==> src/rtl/tsg_pkg.sv <==
package tsg_pkg;

    typedef struct packed {
        logic nouf;
    } cfg_state_t;

    typedef struct packed {
        logic armed;
        logic start;
    } arm_state_t;

    localparam logic [1:0] CODE_FULL = 2'd3;

endpackage

==> src/rtl/tsg_cfg.sv <==
module tsg_cfg
    import tsg_pkg::*;
(
    input  logic clk,
    input  logic rst_n,
    input  logic soft_rst,
    input  logic stop,
    input  logic suspend,
    input  logic wr_en,
    input  logic wr_data,
    output logic nouf_q,
    output logic rd_data
);

    cfg_state_t st_d, st_q;
    logic       open_win;

    always_comb begin
        open_win = stop | suspend;
        st_d     = st_q;
        if (soft_rst) begin
            st_d.nouf = 1'b0;
        end else if (wr_en && open_win) begin
            st_d.nouf = wr_data;
        end
    end

    always_ff @(posedge clk or negedge rst_n) begin
        if (!rst_n) begin
            st_q <= '0;
        end else begin
            st_q <= st_d;
        end
    end

    assign nouf_q  = st_q.nouf;
    assign rd_data = open_win & st_q.nouf;

endmodule

==> src/rtl/tsg_thresh.sv <==
module tsg_thresh
    import tsg_pkg::*;
#(
    parameter int CNT_W = 12,
    parameter int TH0   = 36,
    parameter int TH1   = 64,
    parameter int TH2   = 128
) (
    input  logic [1:0]       code,
    input  logic [CNT_W-1:0] bytes,
    input  logic             eof,
    input  logic             nouf_eff,
    output logic             met
);

    localparam int NCODE = 3;

    logic [NCODE-1:0] ge;

    for (genvar i = 0; i < NCODE; i++) begin : g_cmp
        localparam int          LIM   = (i == 0) ? TH0 : ((i == 1) ? TH1 : TH2);
        localparam logic [CNT_W-1:0] LIM_V = CNT_W'(LIM);
        assign ge[i] = (bytes >= LIM_V);
    end

    always_comb begin
        if (code == CODE_FULL) begin
            met = nouf_eff | eof;
        end else begin
            met = ge[code];
        end
    end

endmodule

==> src/rtl/tsg_arm.sv <==
module tsg_arm
    import tsg_pkg::*;
(
    input  logic clk,
    input  logic rst_n,
    input  logic soft_rst,
    input  logic stop,
    input  logic met,
    input  logic gate_ok,
    input  logic frame_done,
    output logic start_q
);

    arm_state_t st_d, st_q;
    logic       fire;

    always_comb begin
        fire = st_q.armed & ~stop & met & gate_ok;
        st_d = st_q;
        if (soft_rst) begin
            st_d.armed = 1'b1;
            st_d.start = 1'b0;
        end else begin
            st_d.start = fire;
            if (fire) begin
                st_d.armed = 1'b0;
            end else if (frame_done) begin
                st_d.armed = 1'b1;
            end
        end
    end

    always_ff @(posedge clk or negedge rst_n) begin
        if (!rst_n) begin
            st_q <= '{armed: 1'b1, start: 1'b0};
        end else begin
            st_q <= st_d;
        end
    end

    assign start_q = st_q.start;

endmodule

==> src/rtl/tx_start_gate.sv <==
module tx_start_gate
    import tsg_pkg::*;
#(
    parameter int CNT_W = 12,
    parameter int TH0   = 36,
    parameter int TH1   = 64,
    parameter int TH2   = 128
) (
    input  logic             clk,
    input  logic             rst_n,
    input  logic             soft_rst,
    input  logic             stop,
    input  logic             suspend,
    input  logic             cfg_wr_en,
    input  logic             cfg_wr_data,
    output logic             cfg_rd_data,
    input  logic             no_sram,
    input  logic [1:0]       thresh_code,
    input  logic [CNT_W-1:0] fifo_bytes,
    input  logic             eof_in_fifo,
    input  logic             frame_fetched,
    input  logic             frame_done,
    output logic             start_pre
);

    logic nouf_q;
    logic nouf_eff;
    logic met;
    logic gate_ok;

    tsg_cfg u_cfg (
        .clk     (clk),
        .rst_n   (rst_n),
        .soft_rst(soft_rst),
        .stop    (stop),
        .suspend (suspend),
        .wr_en   (cfg_wr_en),
        .wr_data (cfg_wr_data),
        .nouf_q  (nouf_q),
        .rd_data (cfg_rd_data)
    );

    assign nouf_eff = nouf_q & ~no_sram;
    assign gate_ok  = ~nouf_eff | frame_fetched;

    tsg_thresh #(
        .CNT_W(CNT_W),
        .TH0  (TH0),
        .TH1  (TH1),
        .TH2  (TH2)
    ) u_thr (
        .code    (thresh_code),
        .bytes   (fifo_bytes),
        .eof     (eof_in_fifo),
        .nouf_eff(nouf_eff),
        .met     (met)
    );

    tsg_arm u_arm (
        .clk       (clk),
        .rst_n     (rst_n),
        .soft_rst  (soft_rst),
        .stop      (stop),
        .met       (met),
        .gate_ok   (gate_ok),
        .frame_done(frame_done),
        .start_q   (start_pre)
    );

endmodule

==> config.mk <==
export PLATFORM = sky130hd
export DESIGN_NAME = tx_start_gate
export DESIGN_NICKNAME = d
export VERILOG_FILES = /design/src/rtl/tsg_pkg.sv /design/src/rtl/tsg_cfg.sv /design/src/rtl/tsg_thresh.sv /design/src/rtl/tsg_arm.sv /design/src/rtl/tx_start_gate.sv
export SDC_FILE = /design/constraint.sdc
export NUM_CORES = 1
export LEC_CHECK = 0
export BUFFER_PORTS_ARGS = -buffer_cell sky130_fd_sc_hd__clkbuf_2
export CAP_MARGIN = 10
export CORE_AREA = 4 4 41 43
export CTS_BUF_LIST = sky130_fd_sc_hd__clkbuf_8
export DETAILED_ROUTE_END_ITERATION = 10
export DIE_AREA = 0 0 45 47
export PLACE_DENSITY = 0.5
export SLEW_MARGIN = 20
export SYNTH_ARGS = -nofsm -noshare
export SYNTH_HDL_FRONTEND = slang
export SYNTH_HIERARCHICAL = 1
export SYNTH_SLANG_ARGS = --single-unit
==> constraint.sdc <==
create_clock -name clk -period 1.4 [get_ports clk]
set_clock_uncertainty 0.2 [all_clocks]
set_input_delay 0.14 -clock clk [delete_from_list [all_inputs] [get_ports clk]]
set_output_delay 0.14 -clock clk [all_outputs]
set_load 0.005 [all_outputs]
# == Word-level counts from Yosys, hierarchy flattened ==
# Cells that the tools add are included.
# totals
mem_count,0
ram_bits,0
regBits,3
romBits,0
wordCells,30
latchBits,0
out_inout_bits,2
# op_classes
n_eq_ne,1
reduce_logical,3
shift,0
magnitude_cmp,4
multipliers,0
add_sub_neg,0
bitwise_logic,11
n_mux,8
n_div,0
# ops
operator,n
$ge 12x6->1 const B,1
$ge 12x7->1 const B,1
$ge 12x8->1 const B,1
$mux 1,6
$and 1x1->1,5
$lt 2x3->1 const B,1
$not 1->1,3
$or 1x1->1,3
$reduce_bool 3->1,1
$bmux 1 s2,1
$eq 2x2->1 const B,1
$mux 2,1
$reduce_bool 2->1,1
$logic_and 1x1->1,1

# == Logic depth before layout (Yosys ltp) ==
# Gate-level depths: netlist of run 1.
# logic_depth
depth_word,8
ltp_mapped,5

# == Hierarchy ==
# The synthesis of run 1 kept the hierarchy.
# modules_own_cells
module,seq_area_each_um2,instances,cells_each,area_per_inst_um2
tsg_arm,51.3,1,7,82.6
tsg_thresh,0.0,1,10,62.6
tsg_cfg,25.0,1,6,61.3
tx_start_gate,0.0,1,2,17.5

# == Worst setup path before layout of run 1 ==
# No wires, ideal clock.
# synth_path
path_type,register to register
startpoint,register u_cfg.st_q (netlist: u_cfg/nouf_q)
endpoint,register u_arm/st_q[1] (netlist bit)
arrival_time_ps,1087
required_ps,1139
stages_incl_launch_ff,6
path_slack_ps,52
path_cell_list,dfrtp_1 and2b_2 nor3_1 o221ai_2 nand3b_1 o31a_1
# synth_via
elab_chain_len,7
# synth_lines
element,line,source
start: declaration,tsg_cfg.sv:15,"cfg_state_t st_d, st_q;"
start signal: assignment,tsg_cfg.sv:32,st_q <= st_d;
$and 1x1->1 *,tx_start_gate.sv:43,assign nouf_eff = nouf_q & ~no_sram;
net nouf_eff,tx_start_gate.sv:27,logic nouf_eff;
$or 1x1->1 *,tsg_thresh.sv:28,met = nouf_eff | eof;
$mux 1 *,tsg_thresh.sv:27,if (code == CODE_FULL) begin
net met,tx_start_gate.sv:28,logic met;
$and 1x1->1 * (2 in series),tsg_arm.sv:18,fire = st_q.armed & ~stop & met & gate_ok;
$mux 1,tsg_arm.sv:25,if (fire) begin
$mux 2,tsg_arm.sv:20,if (soft_rst) begin
end signal: assignment,tsg_arm.sv:35,"st_q <= '{armed: 1'b1, start: 1'b0};"
end signal: assignment,tsg_arm.sv:37,st_q <= st_d;
end: declaration,tsg_arm.sv:14,"arm_state_t st_d, st_q;"
# Mark *: on every way through the listed nets, which the timed path passes. The rest lies on a longest branch.
# A chain may end at the register's enable or synchronous reset.

# == Worst setup path in the final report of run 1 ==
# layout_path
startpoint,input soft_rst
endpoint,register u_arm/st_q[1] (netlist bit)
# layout_via
elab_chain_len,1
# layout_lines
element,line,source
start: declaration,tx_start_gate.sv:11,"input logic soft_rst,"
$reduce_bool 3->1 (no source line) or $mux 2 (tied branches),--,
# Several ways; a longest one is shown, not always the timed one.

==> results.sh, run 1 <==
export IMPL_status="finished clean"
export IMPL_post_route_min_period_ps=1350
export IMPL_cp_num_buf_inv=2
export IMPL_placed_cell_area_um2=370
export IMPL_crit_required_ps=1340
export IMPL_hold_viol_final=0
export IMPL_totalWireLength_um=645
export IMPL_worst_setup_path_type="input port to register"
export IMPL_detail_route_wl_per_cell_um=8.96
export IMPL_grt_overflow_total=0
export IMPL_cts_setup_buffers=0
export IMPL_yosysTopAreaCell="dfrtp_1"
export IMPL_synth_seq_cells=3
export IMPL_coreArea_um2=1300
export IMPL_drv_slew=0
export IMPL_final_area_um2=450
export IMPL_ys_types=19
export IMPL_dp_cells=65
export IMPL_layout_nets=83
export IMPL_slowest_stage="dlygate4sd3_1"
export IMPL_final_cells=72
export IMPL_grt_pass1_vias=295
export IMPL_clk_pin_slew_worst_paths_ps=30
export IMPL_seq_area_um2=76.3
export IMPL_place_congestion=0.647
export IMPL_yosysTopAreaCellShare_pct=22.3
export IMPL_hpwl_um=570
export IMPL_worst_slew_pin_transition_ps=205
export IMPL_synthTopCellsByArea="dfrtp_1 (22%), dfstp_2 (12%), nor3_1 (6.7%), o221ai_2 (6.7%), or3_1 (5.6%)"
export IMPL_cts_root_buf="clkbuf_8"
export IMPL_synth_edf_count=0
export IMPL_async_flop_share_pct=100
export IMPL_cts_htree_levels=1
export IMPL_drc=0
export IMPL_p_per_area_nw_per_um2=915
export IMPL_cpLargestDelayFamily="buffers and inverters"
export IMPL_worstSetupStartpointType="input port"
export IMPL_vias_per_cell=3.97
export IMPL_peakVddDrop_uv=730
export IMPL_drtIter0Drc=0
export IMPL_post_route_period_util_pct=96.2
export IMPL_cts_tree="built"
export IMPL_synth_ff_type="dfrtp_1"
export IMPL_avgSynthCellArea_um2=8.96
export IMPL_rows=13
export IMPL_drive_above_1_share_pct=57.9
export IMPL_die_w_um=45
export IMPL_synth_cells=25
export IMPL_ios=27
export IMPL_grt_use_total_pct=7.75
export IMPL_cap_violations=0
export IMPL_clk_path_buf_depth=2
export IMPL_num_fill_cells=145
export IMPL_rsz0062_at_grt="true"
export IMPL_die_area_um2=2120
export IMPL_worstSetupEndpointType="register"
export IMPL_diodes=0
export IMPL_pre_cts_ws_ps=1.45
export IMPL_clk_latency_ps=210
export IMPL_ys_warnings_count=6
export IMPL_cts_buffers=3
export IMPL_fmax_ghz=0.742
export IMPL_start_util_pct=17.2
export IMPL_setup_viol=0
export IMPL_grt_pass1_wl_um=1100
export IMPL_worst_path_max_fanout=5
export IMPL_grt_max_degree=6
export IMPL_netlist_area_um2=224
export IMPL_areaGrowthSynthToFinish_pct=101
export IMPL_hp_class="input port to register"
export IMPL_worstPathArrival_ps=1280
export IMPL_die_h_um=47
export IMPL_yosysSeqAreaShare_pct=34.1
export IMPL_fin_ws_ps=52.5
export IMPL_vias=286
export IMPL_antenna_found_initial=0
export IMPL_clock_sinks=3
export IMPL_p_leak_nw=0.246
export IMPL_multi_input_area_um2=145
export IMPL_synth_fp_nets=50
export IMPL_ant_nets=0
export IMPL_first_pass_iters=1
export IMPL_port_buffers=24
export IMPL_cpPeakStageDelay_ps=540
export IMPL_path_cells="dlygate4sd3_1 > clkbuf_2 > or3_1 > o31a_1"
export IMPL_hold_ws_ps=12.4
export IMPL_relSlewSlack_pct=86.2
[final timing paths]
check,from,to,slack [ps],depth (start not counted)
max in group asynchronous,rst_n,u_arm/st_q[1],740,2
setup / recovery,soft_rst,u_arm/st_q[1],50,4
hold reg to reg,u_arm/st_q[1],u_arm/start_q,300,2
min in group asynchronous,rst_n,u_arm/start_q,60,2
hold / removal,cfg_wr_en,u_cfg/nouf_q,10,3
setup reg to reg,u_cfg/nouf_q,u_arm/st_q[1],60,5
[cells by family after synthesis]
| kind of cell | synth area share, % |
|---|---|
| flip-flops | 34.1 |
| AND/OR/NAND/NOR | 41.9 |
| buffers and inverters | 3.35 |
| multiplexers | 4.47 |
| AO/OA/AOI/OAI | 16.2 |
[timing repair]
item                       CTS  global route
hold buffers                 3             0
hold endpoints to repair     5             0
setup endpoints to repair    1             1
resized for setup            1             0
[sequential cells by signal, indices dropped and copies added, names as in the netlist]
register	cells
u_arm/st_q	1
u_arm/start_q	1
u_cfg/nouf_q	1
[metal layers]
layer  vias up  GRT usage [%]  part of all wire, %
met5         -              0                    0
met4         0           1.75                    0
met3         0           7.28                   11
met2        10           12.4                   51
met1       123           7.31                   37
li1        153              -                    -
[layout by cell type, fill, tap and decap left out, types with 2 or more instances in the layout]
| master | n |
|---|---|
| clkbuf_2 | 24 |
| nor2_1 | 2 |
| inv_1 | 3 |
| dfrtp_1 | 2 |
| or3_1 | 2 |
| nor3_1 | 2 |
| clkbuf_8 | 3 |
| dlygate4sd3_1 | 3 |
[power by group]
part	internal, W	leakage (nW)	switching [W]
clock network	0.000186	0.0269	0.0000550
registers	0.0000954	0.0372	0.00000222
logic	0.0000459	0.182	0.0000270
total	0.000328	0.246	0.0000843
[through the flow]
step / util (%) / TNS (ps) / total power, W
after floorplan: - / 0 / 0.000122
after global placement: 28.5 / 0 / 0.000164
after detailed placement: 28.5 / 0 / 0.000166
after CTS: 34.6 / 0 / 0.000422
after global routing: 34.6 / -8.02 / 0.000442
final: 34.6 / 0 / 0.000412
[cell usage after synthesis, types with 2 or more instances]
master / n
or3_1: 2
inv_1: 2
nor3_1: 3
dfrtp_1: 2
nor2_1: 2
[worst reg2reg max path: cells and delay by family, from the launching register on]
family | cells | cell delay [ps]
AOI/OAI and AO/OA | 2 | 240
DFF | 1 | 360
and+or+nand+nor | 3 | 480
[layout make-up]
cell class	instances	share of cell area [%]
timing repair buffer	28	35.0
multi-input combinational	20	32.2
sequential	3	16.9
clock buffer	3	9.17
tap	15	4.17
inverter	2	1.67
clock inverter	1	0.833
Note: power is estimated with default switching activity, not from simulation.
==> run 2: changes to the inputs <==
--- a/config.mk
+++ b/config.mk
@@ -11,6 +11,7 @@
 export CTS_BUF_LIST = sky130_fd_sc_hd__clkbuf_8
 export DETAILED_ROUTE_END_ITERATION = 10
 export DIE_AREA = 0 0 45 47
+export HOLD_SLACK_MARGIN = 0.08
 export PLACE_DENSITY = 0.5
 export SLEW_MARGIN = 20
 export SYNTH_ARGS = -nofsm -noshare
==> run 2 against run 1 <==
  * Flip-flop and latch count unchanged
  * Design area up 8.9%
  * Wire length increased by 4.8%
  * Largest power group unchanged
  * Fmax barely moved
  * First-iteration DRC count is the same
  * Critical endpoint unchanged
  * Hold slack improved by 66 ps
  * Clock power is essentially flat
  * Via count up 4.5%
  * Register-to-register slack about the same
==> results.sh, run 2 (synthesized netlist as in run 1, its figures left out) <==
export IMPL_relSlewSlack_pct=86.2
export IMPL_p_int_w=0.000335
export IMPL_fin_ws_ps=51.8
export IMPL_placed_cell_area_um2=370
export IMPL_hold_viol_final=0
export IMPL_final_area_um2=490
export IMPL_status="finished clean"
export IMPL_drv_slew=0
export IMPL_grt_overflow_total=0
export IMPL_multi_input_area_um2=145
export IMPL_vias_per_cell=3.93
export IMPL_die_h_um=47
export IMPL_die_w_um=45
export IMPL_p_sw_w=0.0000859
export IMPL_clk_path_buf_depth=2
export IMPL_vias=299
export IMPL_pwr_share_comb_pct=19.4
export IMPL_setup_tns_ps=0
export IMPL_cts_buffers=3
export IMPL_fmax_ghz=0.742
export IMPL_timing_rr_end="u_arm/st_q[1]"
export IMPL_mostFrequentLayoutCell="clkbuf_2"
export IMPL_startpoint="soft_rst"
export IMPL_rows=13
export IMPL_hp_class="input port to register"
export IMPL_place_congestion=0.647
export IMPL_drive_above_1_share_pct=54.1
export IMPL_post_route_min_period_ps=1350
export IMPL_path_cells="dlygate4sd3_1 > clkbuf_2 > or3_1 > o31a_1"
export IMPL_clock_sinks=3
export IMPL_cap_violations=0
export IMPL_areaGrowthSynthToFinish_pct=119
export IMPL_peakVddDrop_uv=730
export IMPL_cts_tree="built"
export IMPL_worst_path_max_fanout=5
export IMPL_clk_latency_ps=210
export IMPL_post_route_period_util_pct=96.3
export IMPL_seq_area_um2=76.3
export IMPL_cpPeakStageDelay_ps=540
export IMPL_r2r_start="u_cfg/nouf_q"
export IMPL_cts_htree_levels=1
export IMPL_diodes=0
export IMPL_worst_slew_pin_transition_ps=205
export IMPL_switching_share_pct=20.4
export IMPL_clk_pin_slew_worst_paths_ps=30
export IMPL_critPathCapture="u_arm/st_q[1]"
export IMPL_totalWireLength_um=676
export IMPL_seq_power_share_pct=23.2
export IMPL_grt_use_total_pct=8.31
export IMPL_worstSetupStartpointType="input port"
export IMPL_ff2ff_path_depth=5
export IMPL_worstSetupEndpointType="register"
export IMPL_crit_required_ps=1340
export IMPL_hpwl_um=570
export IMPL_drtIter0Drc=0
export IMPL_cts_root_buf="clkbuf_8"
export IMPL_p_per_area_nw_per_um2=858
export IMPL_setup_viol=0
export IMPL_worstPathArrival_ps=1290
export IMPL_layout_nets=87
export IMPL_antenna_found_initial=0
export IMPL_grt_pass1_vias=312
export IMPL_rsz0062_at_grt="true"
export IMPL_die_area_um2=2120
export IMPL_detail_route_wl_per_cell_um=8.89
export IMPL_start_util_pct=17.2
export IMPL_drc=0
export IMPL_layout_common_cells="clkbuf_2 (24), dlygate4sd3_1 (7), clkbuf_8 (3), inv_1 (3)"
export IMPL_port_buffers=24
export IMPL_cts_setup_buffers=0
export IMPL_slowest_stage="dlygate4sd3_1"
export IMPL_total_power_w=0.000421
export IMPL_num_fill_cells=141
export IMPL_pwr_share_clk_pct=57.4
export IMPL_coreArea_um2=1300
export IMPL_r2r_setup_slack_ps=60
export IMPL_first_pass_iters=1
export IMPL_grt_max_degree=6
export IMPL_pre_cts_ws_ps=1.45
export IMPL_ios=27
export IMPL_grt_pass1_wl_um=1180
export IMPL_p_leak_nw=0.263
export IMPL_hold_ws_ps=78.4
export IMPL_ant_nets=0
export IMPL_worst_setup_path_type="input port to register"
-- run 2: cell types whose count changed in the layout (fill, tap and decap cells not counted) --
cell	previous run	this run
dlygate4sd3_1	3	7
-- run 2: timing repair --
item,4_1_cts,5_1_grt
hold buffers,7,0
endpoints found under the hold margin,6,0
gates resized for setup,1,0
endpoints found under the setup margin,1,1
-- run 2: worst max-delay path: cells and delay by family --
kind / cells / cell delay, ps
AOI/OAI and AO/OA: 1 / 110
and+or+nand+nor: 1 / 370
buffers and inverters: 2 / 680
-- run 2: power groups by stage --
stage / sequential, W / clock [W] / combinational [W]
floorplan: 0.0000988 / 0 / 0.0000236
global placement: 0.0000985 / 0 / 0.0000660
detailed placement: 0.0000986 / 0 / 0.0000672
CTS: 0.0000977 / 0.000250 / 0.0000838
global route: 0.0000982 / 0.000260 / 0.0000942
finish: 0.0000976 / 0.000242 / 0.0000818
-- run 2: worst min-delay path by stage --
stage | from | end | slack, ps | depth (start not counted)
3_3_place_gp | rst_n | u_arm/start_q | -260 | 1
3_5_place_dp | rst_n | u_arm/start_q | -260 | 1
4_1_cts | suspend | u_cfg/nouf_q | 90 | 3
6_report | suspend | u_cfg/nouf_q | 80 | 3
2_1_floorplan | rst_n | u_arm/start_q | -360 | 0
5_1_grt | suspend | u_cfg/nouf_q | 110 | 3
-- run 2: cell type report --
class | count | share of cell area [%]
repair buffers | 32 | 40.3
multi-input cells | 20 | 29.6
flip-flops and latches | 3 | 15.6
clock buffers | 3 | 8.42
well taps | 15 | 3.83
inverters | 2 | 1.53
clock inverters | 1 | 0.765
-- run 2: layer usage --
metal	global-route usage (%)	routed length (um)	share of wire (%)	vias up
li1	-	-	-	161
met5	0	0	0	-
met3	6.90	66	9.8	0
met2	13.6	338	50	10
met1	8.22	270	40	128
met4	1.75	0	0	0
-- run 2: through the flow --
stage | utilization (%) | std cells
finish | 37.7 | 76
global route | 37.7 | 76
CTS | 37.7 | 76
detailed placement | 28.5 | 65
global placement | 28.5 | 65
floorplan | - | 25
